--- config.mk ---
export PLATFORM = sky130hd
export DESIGN_NAME = rect_polar_cordic
export DESIGN_NICKNAME = d
export VERILOG_FILES = /design/src/rtl/r2p_pkg.sv /design/src/rtl/r2p_fold.sv /design/src/rtl/r2p_stage.sv /design/src/rtl/r2p_gain.sv /design/src/rtl/rect_polar_cordic.sv
export SDC_FILE = /design/constraint.sdc
export NUM_CORES = 2
export LEC_CHECK = 0
export BUFFER_PORTS_ARGS = -buffer_cell sky130_fd_sc_hd__buf_2
export CAP_MARGIN = 25
export CORE_ASPECT_RATIO = 0.7
export CORE_MARGIN = 5
export CORE_UTILIZATION = 35
export CTS_CLUSTER_SIZE = 28
export DETAILED_ROUTE_END_ITERATION = 6
export PLACE_DENSITY_LB_ADDON = 0.25
export SLEW_MARGIN = 40
export SYNTH_ARGS = -nofsm -noshare
export SYNTH_HDL_FRONTEND = slang
export SYNTH_SLANG_ARGS = --single-unit
--- constraint.sdc ---
create_clock -name clk -period 6.4 [get_ports clk]
set_clock_uncertainty 0.15 [all_clocks]
set_input_delay 0.32 -clock clk [delete_from_list [all_inputs] [get_ports clk]]
set_output_delay 0.32 -clock clk [all_outputs]
set_load 0.01 [all_outputs]
--- src/rtl/r2p_pkg.sv ---
package r2p_pkg;

    // Angle table resolution: 2^ANG_FRAC corresponds to one half-turn (pi).
    localparam int ANG_FRAC  = 24;
    // Gain compensation: round(0.6072529 * 2^GAIN_FRAC), valid for 8 or more rotations.
    localparam int GAIN_FRAC = 16;
    localparam int GAIN_Q    = 39797;
    // round(2^ANG_FRAC / pi), used for small-angle entries.
    localparam int INV_PI_Q  = 5340354;

    // atan(2^-k) / pi, scaled by 2^ANG_FRAC.
    function automatic int atan_q24(input int k);
        case (k)
            0:       return 4194304;
            1:       return 2476042;
            2:       return 1308273;
            3:       return 664100;
            4:       return 333339;
            5:       return 166832;
            6:       return 83436;
            7:       return 41721;
            default: return ((INV_PI_Q >>> (k - 1)) + 1) >>> 1;
        endcase
    endfunction

    // Same angle rounded to a phase word of phase_w bits (1.0 = pi).
    function automatic int step_angle(input int k, input int phase_w);
        int sh;
        sh = ANG_FRAC - (phase_w - 1);
        return (atan_q24(k) + (1 <<< (sh - 1))) >>> sh;
    endfunction

endpackage

--- src/rtl/r2p_fold.sv ---
module r2p_fold #(
    parameter int DW   = 12,
    parameter int IW   = 20,
    parameter int FRAC = 4,
    parameter int PW   = 16
) (
    input  logic                 clk,
    input  logic                 rst,
    input  logic                 vld_i,
    input  logic [DW-1:0]        x_i,
    input  logic [DW-1:0]        y_i,
    output logic                 vld_o,
    output logic signed [IW-1:0] x_o,
    output logic signed [IW-1:0] y_o,
    output logic [PW-1:0]        z_o
);
    localparam logic [PW-1:0] QUARTER = PW'(1) << (PW - 2);

    logic signed [IW-1:0] xe;
    logic signed [IW-1:0] ye;

    // Sign-extend and append fractional guard bits.
    assign xe = {{(IW - DW){x_i[DW-1]}}, x_i} <<< FRAC;
    assign ye = {{(IW - DW){y_i[DW-1]}}, y_i} <<< FRAC;

    always_ff @(posedge clk) begin
        if (rst) vld_o <= 1'b0;
        else     vld_o <= vld_i;
    end

    // Swap and negate: no shifter, only a quarter-turn credit.
    always_ff @(posedge clk) begin
        if (y_i[DW-1]) begin
            x_o <= -ye;
            y_o <= xe;
            z_o <= -QUARTER;
        end else begin
            x_o <= ye;
            y_o <= -xe;
            z_o <= QUARTER;
        end
    end


    fold_halfplane_chk: assert property (@(posedge clk) disable iff (rst)
        vld_o |-> !x_o[IW-1]);

endmodule

--- src/rtl/r2p_stage.sv ---
module r2p_stage
    import r2p_pkg::*;
#(
    parameter int IW = 20,
    parameter int PW = 16,
    parameter int K  = 0
) (
    input  logic                 clk,
    input  logic                 rst,
    input  logic                 vld_i,
    input  logic signed [IW-1:0] x_i,
    input  logic signed [IW-1:0] y_i,
    input  logic [PW-1:0]        z_i,
    output logic                 vld_o,
    output logic signed [IW-1:0] x_o,
    output logic signed [IW-1:0] y_o,
    output logic [PW-1:0]        z_o
);
    localparam int            SHIFT = 2 * K;
    localparam logic [PW-1:0] ANG   = PW'(step_angle(K, PW));

    logic                 neg;
    logic signed [IW-1:0] y_sh;

    assign neg  = y_i[IW-1];
    assign y_sh = y_i >>> SHIFT;

    always_ff @(posedge clk) begin
        if (rst) vld_o <= 1'b0;
        else     vld_o <= vld_i;
    end

    // y is carried pre-scaled by 2^K, so its update is a fixed doubling.
    always_ff @(posedge clk) begin
        if (neg) begin
            x_o <= x_i - y_sh;
            y_o <= (y_i + x_i) <<< 1;
            z_o <= z_i - ANG;
        end else begin
            x_o <= x_i + y_sh;
            y_o <= (y_i - x_i) <<< 1;
            z_o <= z_i + ANG;
        end
    end


    x_grow_chk: assert property (@(posedge clk) disable iff (rst)
        vld_o |-> (x_o >= $past(x_i)));


    y_range_chk: assert property (@(posedge clk) disable iff (rst)
        vld_o |-> (y_o[IW-1] == y_o[IW-2]));

endmodule

--- src/rtl/r2p_gain.sv ---
module r2p_gain
    import r2p_pkg::*;
#(
    parameter int IW   = 20,
    parameter int FRAC = 4,
    parameter int MW   = 13,
    parameter int PW   = 16
) (
    input  logic                 clk,
    input  logic                 rst,
    input  logic                 vld_i,
    input  logic signed [IW-1:0] x_i,
    input  logic [PW-1:0]        z_i,
    output logic                 vld_o,
    output logic [MW-1:0]        mag_o,
    output logic [PW-1:0]        ph_o
);
    localparam int            PWID    = IW + GAIN_FRAC + 2;
    localparam int            DROP    = GAIN_FRAC + FRAC;
    localparam logic [MW-1:0] MAG_CAP = MW'(((1 << (MW - 2)) * 1449) / 1024 + 3);

    logic signed [PWID-1:0] prod;
    logic signed [PWID-1:0] scaled;

    assign prod   = PWID'(x_i) * PWID'(GAIN_Q);
    assign scaled = (prod + (PWID'(1) <<< (DROP - 1))) >>> DROP;

    always_ff @(posedge clk) begin
        if (rst) vld_o <= 1'b0;
        else     vld_o <= vld_i;
    end

    always_ff @(posedge clk) begin
        mag_o <= scaled[MW-1:0];
        ph_o  <= z_i;
    end


    mag_bound_chk: assert property (@(posedge clk) disable iff (rst)
        vld_o |-> (mag_o <= MAG_CAP));

endmodule

--- src/rtl/rect_polar_cordic.sv ---
module rect_polar_cordic #(
    parameter int DATA_W  = 12,
    parameter int PHASE_W = 16,
    parameter int ITER    = 16,
    parameter int FRAC_W  = 4,
    parameter int GUARD_W = 4
) (
    input  logic                 clk,
    input  logic                 rst,
    input  logic                 in_valid,
    input  logic [DATA_W-1:0]    in_x,
    input  logic [DATA_W-1:0]    in_y,
    output logic                 out_valid,
    output logic [DATA_W:0]      out_mag,
    output logic [PHASE_W-1:0]   out_phase
);
    localparam int IW    = DATA_W + FRAC_W + GUARD_W;
    localparam int MAG_W = DATA_W + 1;

    // Index 0: fold output; index j: output of rotation stage with shift k = j-1.
    logic                 vld_p [ITER];
    logic signed [IW-1:0] x_p   [ITER];
    logic signed [IW-1:0] y_p   [ITER];
    logic [PHASE_W-1:0]   z_p   [ITER];

    r2p_fold #(
        .DW   (DATA_W),
        .IW   (IW),
        .FRAC (FRAC_W),
        .PW   (PHASE_W)
    ) u_fold (
        .clk   (clk),
        .rst   (rst),
        .vld_i (in_valid),
        .x_i   (in_x),
        .y_i   (in_y),
        .vld_o (vld_p[0]),
        .x_o   (x_p[0]),
        .y_o   (y_p[0]),
        .z_o   (z_p[0])
    );

    for (genvar j = 1; j < ITER; j++) begin : g_rot
        r2p_stage #(
            .IW (IW),
            .PW (PHASE_W),
            .K  (j - 1)
        ) u_stage (
            .clk   (clk),
            .rst   (rst),
            .vld_i (vld_p[j-1]),
            .x_i   (x_p[j-1]),
            .y_i   (y_p[j-1]),
            .z_i   (z_p[j-1]),
            .vld_o (vld_p[j]),
            .x_o   (x_p[j]),
            .y_o   (y_p[j]),
            .z_o   (z_p[j])
        );
    end

    r2p_gain #(
        .IW   (IW),
        .FRAC (FRAC_W),
        .MW   (MAG_W),
        .PW   (PHASE_W)
    ) u_gain (
        .clk   (clk),
        .rst   (rst),
        .vld_i (vld_p[ITER-1]),
        .x_i   (x_p[ITER-1]),
        .z_i   (z_p[ITER-1]),
        .vld_o (out_valid),
        .mag_o (out_mag),
        .ph_o  (out_phase)
    );


    reset_quiet_chk: assert property (@(posedge clk) disable iff (rst)
        $fell(rst) |-> !out_valid);

endmodule

==> flow_metrics.py <==
metrics = {
    "clock_tree": {
        "post-cts-setup-buffer-count": 0,
        "clock_latency_at_the_later_pin_of_the_worst_skew_pair_ps": 720,
        "cts.reportedPaths.clkPinSlew_ps": 60,
        "clock_sink_count": 802,
        "numCtsBuffers": 88,
        "cts.htree.levels": 3,
        "cts_root_buffer": "sky130_fd_sc_hd__clkbuf_16",
        "largest_buffer_count_on_any_clock_path": 3,
        "cts_tree": "done",
    },
    "route": {
        "detail_route.iter0.violations": 2959,
        "post_drt_wl_per_cell_um": 15.5,
        "detailroute.via_count": 46625,
        "detail_route.drc_violations": 0,
        "drtAntennaViolNets": 0,
        "drt-vias-per-instance": 5.08,
        "drt_first_pass_iters": 6,
        "postRouteWirelength_um": 143000,
    },
    "timing": {
        "final-max-slew-violation-count": 0,
        "worst_slew_margin_rel": 0.441,
        "timing.final.hold_violations": 0,
        "setup_repair_after_global_routing_missed_its_margin": "false",
        "timing_worst_slew_pin_value_ps": 838,
        "setup_violations": 0,
        "final_period_minus_worst_setup_slack_ps": 6060,
        "setup_slack_ps": 337,
        "tns_ps": 0,
        "clock.fmax_mhz": 165,
        "post-route-period-util": 0.947,
        "timing.hold.ws_ps": 129,
    },
    "global_routing": {
        "grt_antenna_before_repair": 7,
        "overflow": 0,
        "pin_count_of_the_biggest_net_entering_global_routing": 40,
        "first_global_vias": 44317,
        "global_route.usage.total": 0.157,
        "global_route_wire_length_before_repair_um": 233000,
    },
    "critical_path": {
        "setup.worst_path.class": "register to register",
        "critPathRequiredTime_ps": 6840,
        "worst_path_largest_cell_delay_ps": 550,
        "crit_path_frequent_cell": "sky130_fd_sc_hd__fa_1",
        "cp-end-kind": "register",
        "worstPathArrival_ps": 6510,
        "crit_chain": "ha_1 -> inv_1 -> fa_1 -> fa_1 -> inv_1 -> fa_1 -> fa_1 -> inv_1 -> fa_1 -> inv_1 -> ha_1 -> nand4_1 -> nor2_1 -> o2111ai_1 -> a31oi_1 -> a21oi_1 -> a21boi_0 -> buf_4 -> mux2i_1 -> nand3_1",
        "critical_path.max_fanout": 6,
        "crit_path_start_kind": "register",
        "slowest_stage": "sky130_fd_sc_hd__fa_1",
    },
    "placement": {
        "dp_hpwl_um": 116000,
        "portBuffers": 55,
        "dp.cells": 8976,
        "routabilityCongestion": 0.876,
        "pre_cts_ws_ps": 229,
    },
    "synth": {
        "yosys_most_used_dff": "sky130_fd_sc_hd__dfxtp_1",
        "synth.yosys.warnings": 0,
        "largest_family_of_logic_cells_by_synthesized_area": "adder cells",
        "synth.mux.area_fraction": 0.00700,
        "synthCells": 6717,
        "syn_area_per_cell_um2": 8.88,
        "synth_cell_type_count": 89,
        "post_synthesis_cell_area_um2": 59700,
        "synth_compound_gate_area_share": 0.173,
        "synth.ff_latch_count": 802,
        "synth_xor_xnor_area_share": 0.129,
        "postSynth.asyncResetShare": 0,
        "synth_enable_flop_cells": 0,
        "synth_seq_area_share": 0.269,
        "synth_fa_ha_area_frac": 0.241,
        "synthSimpleGateAreaFrac": 0.138,
    },
    "final_layout": {
        "finalNonFillerCells": 9178,
        "filler_cell_count": 16938,
        "flow.area_growth_from_synthesis_pct": 11.2,
        "layout_commonest_cell": "sky130_fd_sc_hd__ha_1",
        "post_route_cells_drive_above_1_share": 0.0495,
        "nNetsFinal": 7936,
        "most_frequent_cells_in_the_layout": "861 x sky130_fd_sc_hd__ha_1, 796 x sky130_fd_sc_hd__dfxtp_1, 597 x sky130_fd_sc_hd__inv_1",
    },
    "die": {
        "die_x_um": 503,
        "initial_core_util": 0.353,
        "rows": 126,
        "io-pin-count": 57,
        "placeableCoreArea_um2": 169000,
        "floorplan.die_area_um2": 179000,
        "die_height_um": 355,
    },
    "hold_path": {
        "hold_path.class": "input pin to register",
    },
    "run": {
        "maxCapViolations": 0,
    },
    "status": {
        "run_status": "finished, final reports clean",
    },
}
## Yosys cell counts (29+ instances only)
cell type | count | share of area
sky130_fd_sc_hd__nand2b_1 | 64 | 0.0067
sky130_fd_sc_hd__fa_1 | 181 | 0.061
sky130_fd_sc_hd__a31oi_1 | 80 | 0.0084
sky130_fd_sc_hd__nand3_1 | 93 | 0.0078
sky130_fd_sc_hd__o31ai_1 | 29 | 0.0036
sky130_fd_sc_hd__a21oi_1 | 569 | 0.048
sky130_fd_sc_hd__a211oi_1 | 47 | 0.0059
sky130_fd_sc_hd__and2_1 | 51 | 0.0053
sky130_fd_sc_hd__nand2_1 | 247 | 0.016
sky130_fd_sc_hd__o21a_1 | 70 | 0.0088
sky130_fd_sc_hd__nor2b_1 | 107 | 0.011
sky130_fd_sc_hd__ha_1 | 861 | 0.18
sky130_fd_sc_hd__o21ai_0 | 238 | 0.020
sky130_fd_sc_hd__nor3_1 | 250 | 0.021
sky130_fd_sc_hd__nor2_1 | 578 | 0.036
sky130_fd_sc_hd__and3_1 | 73 | 0.0077
sky130_fd_sc_hd__xor2_1 | 336 | 0.049
sky130_fd_sc_hd__or3_1 | 61 | 0.0064
sky130_fd_sc_hd__nor4_1 | 54 | 0.0057
sky130_fd_sc_hd__dfxtp_1 | 802 | 0.27
sky130_fd_sc_hd__clkbuf_1 | 52 | 0.0033
sky130_fd_sc_hd__inv_1 | 600 | 0.038
sky130_fd_sc_hd__a21o_1 | 167 | 0.021
sky130_fd_sc_hd__o21bai_1 | 68 | 0.0086
sky130_fd_sc_hd__xnor2_1 | 543 | 0.080
## critical path, delay by kind of cell, from the launching register on
kind            cells  cell delay, ps
compound gates      4            1120
fa+ha+maj           7            3290
buf+inv             5             400
flops               1             400
mux                 1             180
simple gates        3             450
## stage by stage
stage,utilization,instance area (um^2)
floorplan,-,59700
global placement,0.371,62700
detailed placement,0.371,62700
CTS,0.392,66300
global route,0.393,66300
finish,0.393,66300
## layout make-up
type	count	area, um^2	area share
well taps	2240	2800	0.0422
multi-input cells	5244	41100	0.620
diodes	3	7.51	0.000113
clock buffers	115	2480	0.0375
repair buffers	128	926	0.0140
clock inverters	43	693	0.0104
inverters	603	2260	0.0341
flip-flops and latches	802	16100	0.242
## sequential cells by signal, indices dropped and copies added (netlist names)
| signal | count |
|---|---|
| g_rot.u_stage.x_o | 289 |
| u_fold.y_o | 16 |
| u_fold.x_o | 16 |
| u_gain.vld_o | 1 |
| g_rot.u_stage.z_o | 199 |
| u_fold.z_o | 1 |
| g_rot.u_stage.y_o | 236 |
| u_gain.ph_o | 15 |
| g_rot.u_stage.vld_o | 15 |
| u_gain.mag_o | 13 |
| u_fold.vld_o | 1 |
## routing by layer
metal | GRT usage | part of all wire | routed length [um] | vias to the layer above
met4 | 0.0264 | 0.014 | 1980 | 0
li1 | - | - | - | 23893
met5 | 0 | 0 | 0 | -
met3 | 0.0274 | 0.053 | 7500 | 127
met1 | 0.244 | 0.54 | 76900 | 21791
met2 | 0.225 | 0.39 | 56300 | 814
## kinds of logic (layout without fill, tap and decap cells)
logic type | count (synthesis) | after routing
AOI/OAI and AO/OA | 1587 | 1587
xor gates and xnor gates | 879 | 879
adders and majority gates | 1042 | 1042
buffers and inverters | 675 | 889
DFF | 802 | 802
muxes | 40 | 40
other | 1 | 8
and+or+nand+nor | 1691 | 1691
## repair_timing
action / in CTS / in global routing
gates resized for setup: 0 / 4
endpoints found under the setup margin: 0 / 2
hold buffers: 41 / 0
endpoints found under the hold margin: 46 / 0
## final timing paths
kind | from | endpoint | slack (ps) | cells after the start
hold reg to reg | g_rot[15].u_stage.z_o[10] | u_gain.ph_o[10] | 170 | 0
hold / removal | in_y[0] | u_fold.x_o[4] | 130 | 2
setup / recovery | g_rot[15].u_stage.x_o[13] | u_gain.mag_o[11] | 340 | 20
setup reg to reg | g_rot[15].u_stage.x_o[13] | u_gain.mag_o[11] | 340 | 20
Power is left out: the tool's default activity adds up to more than one toggle a clock period on the data nets, which glitch-free logic cannot reach.
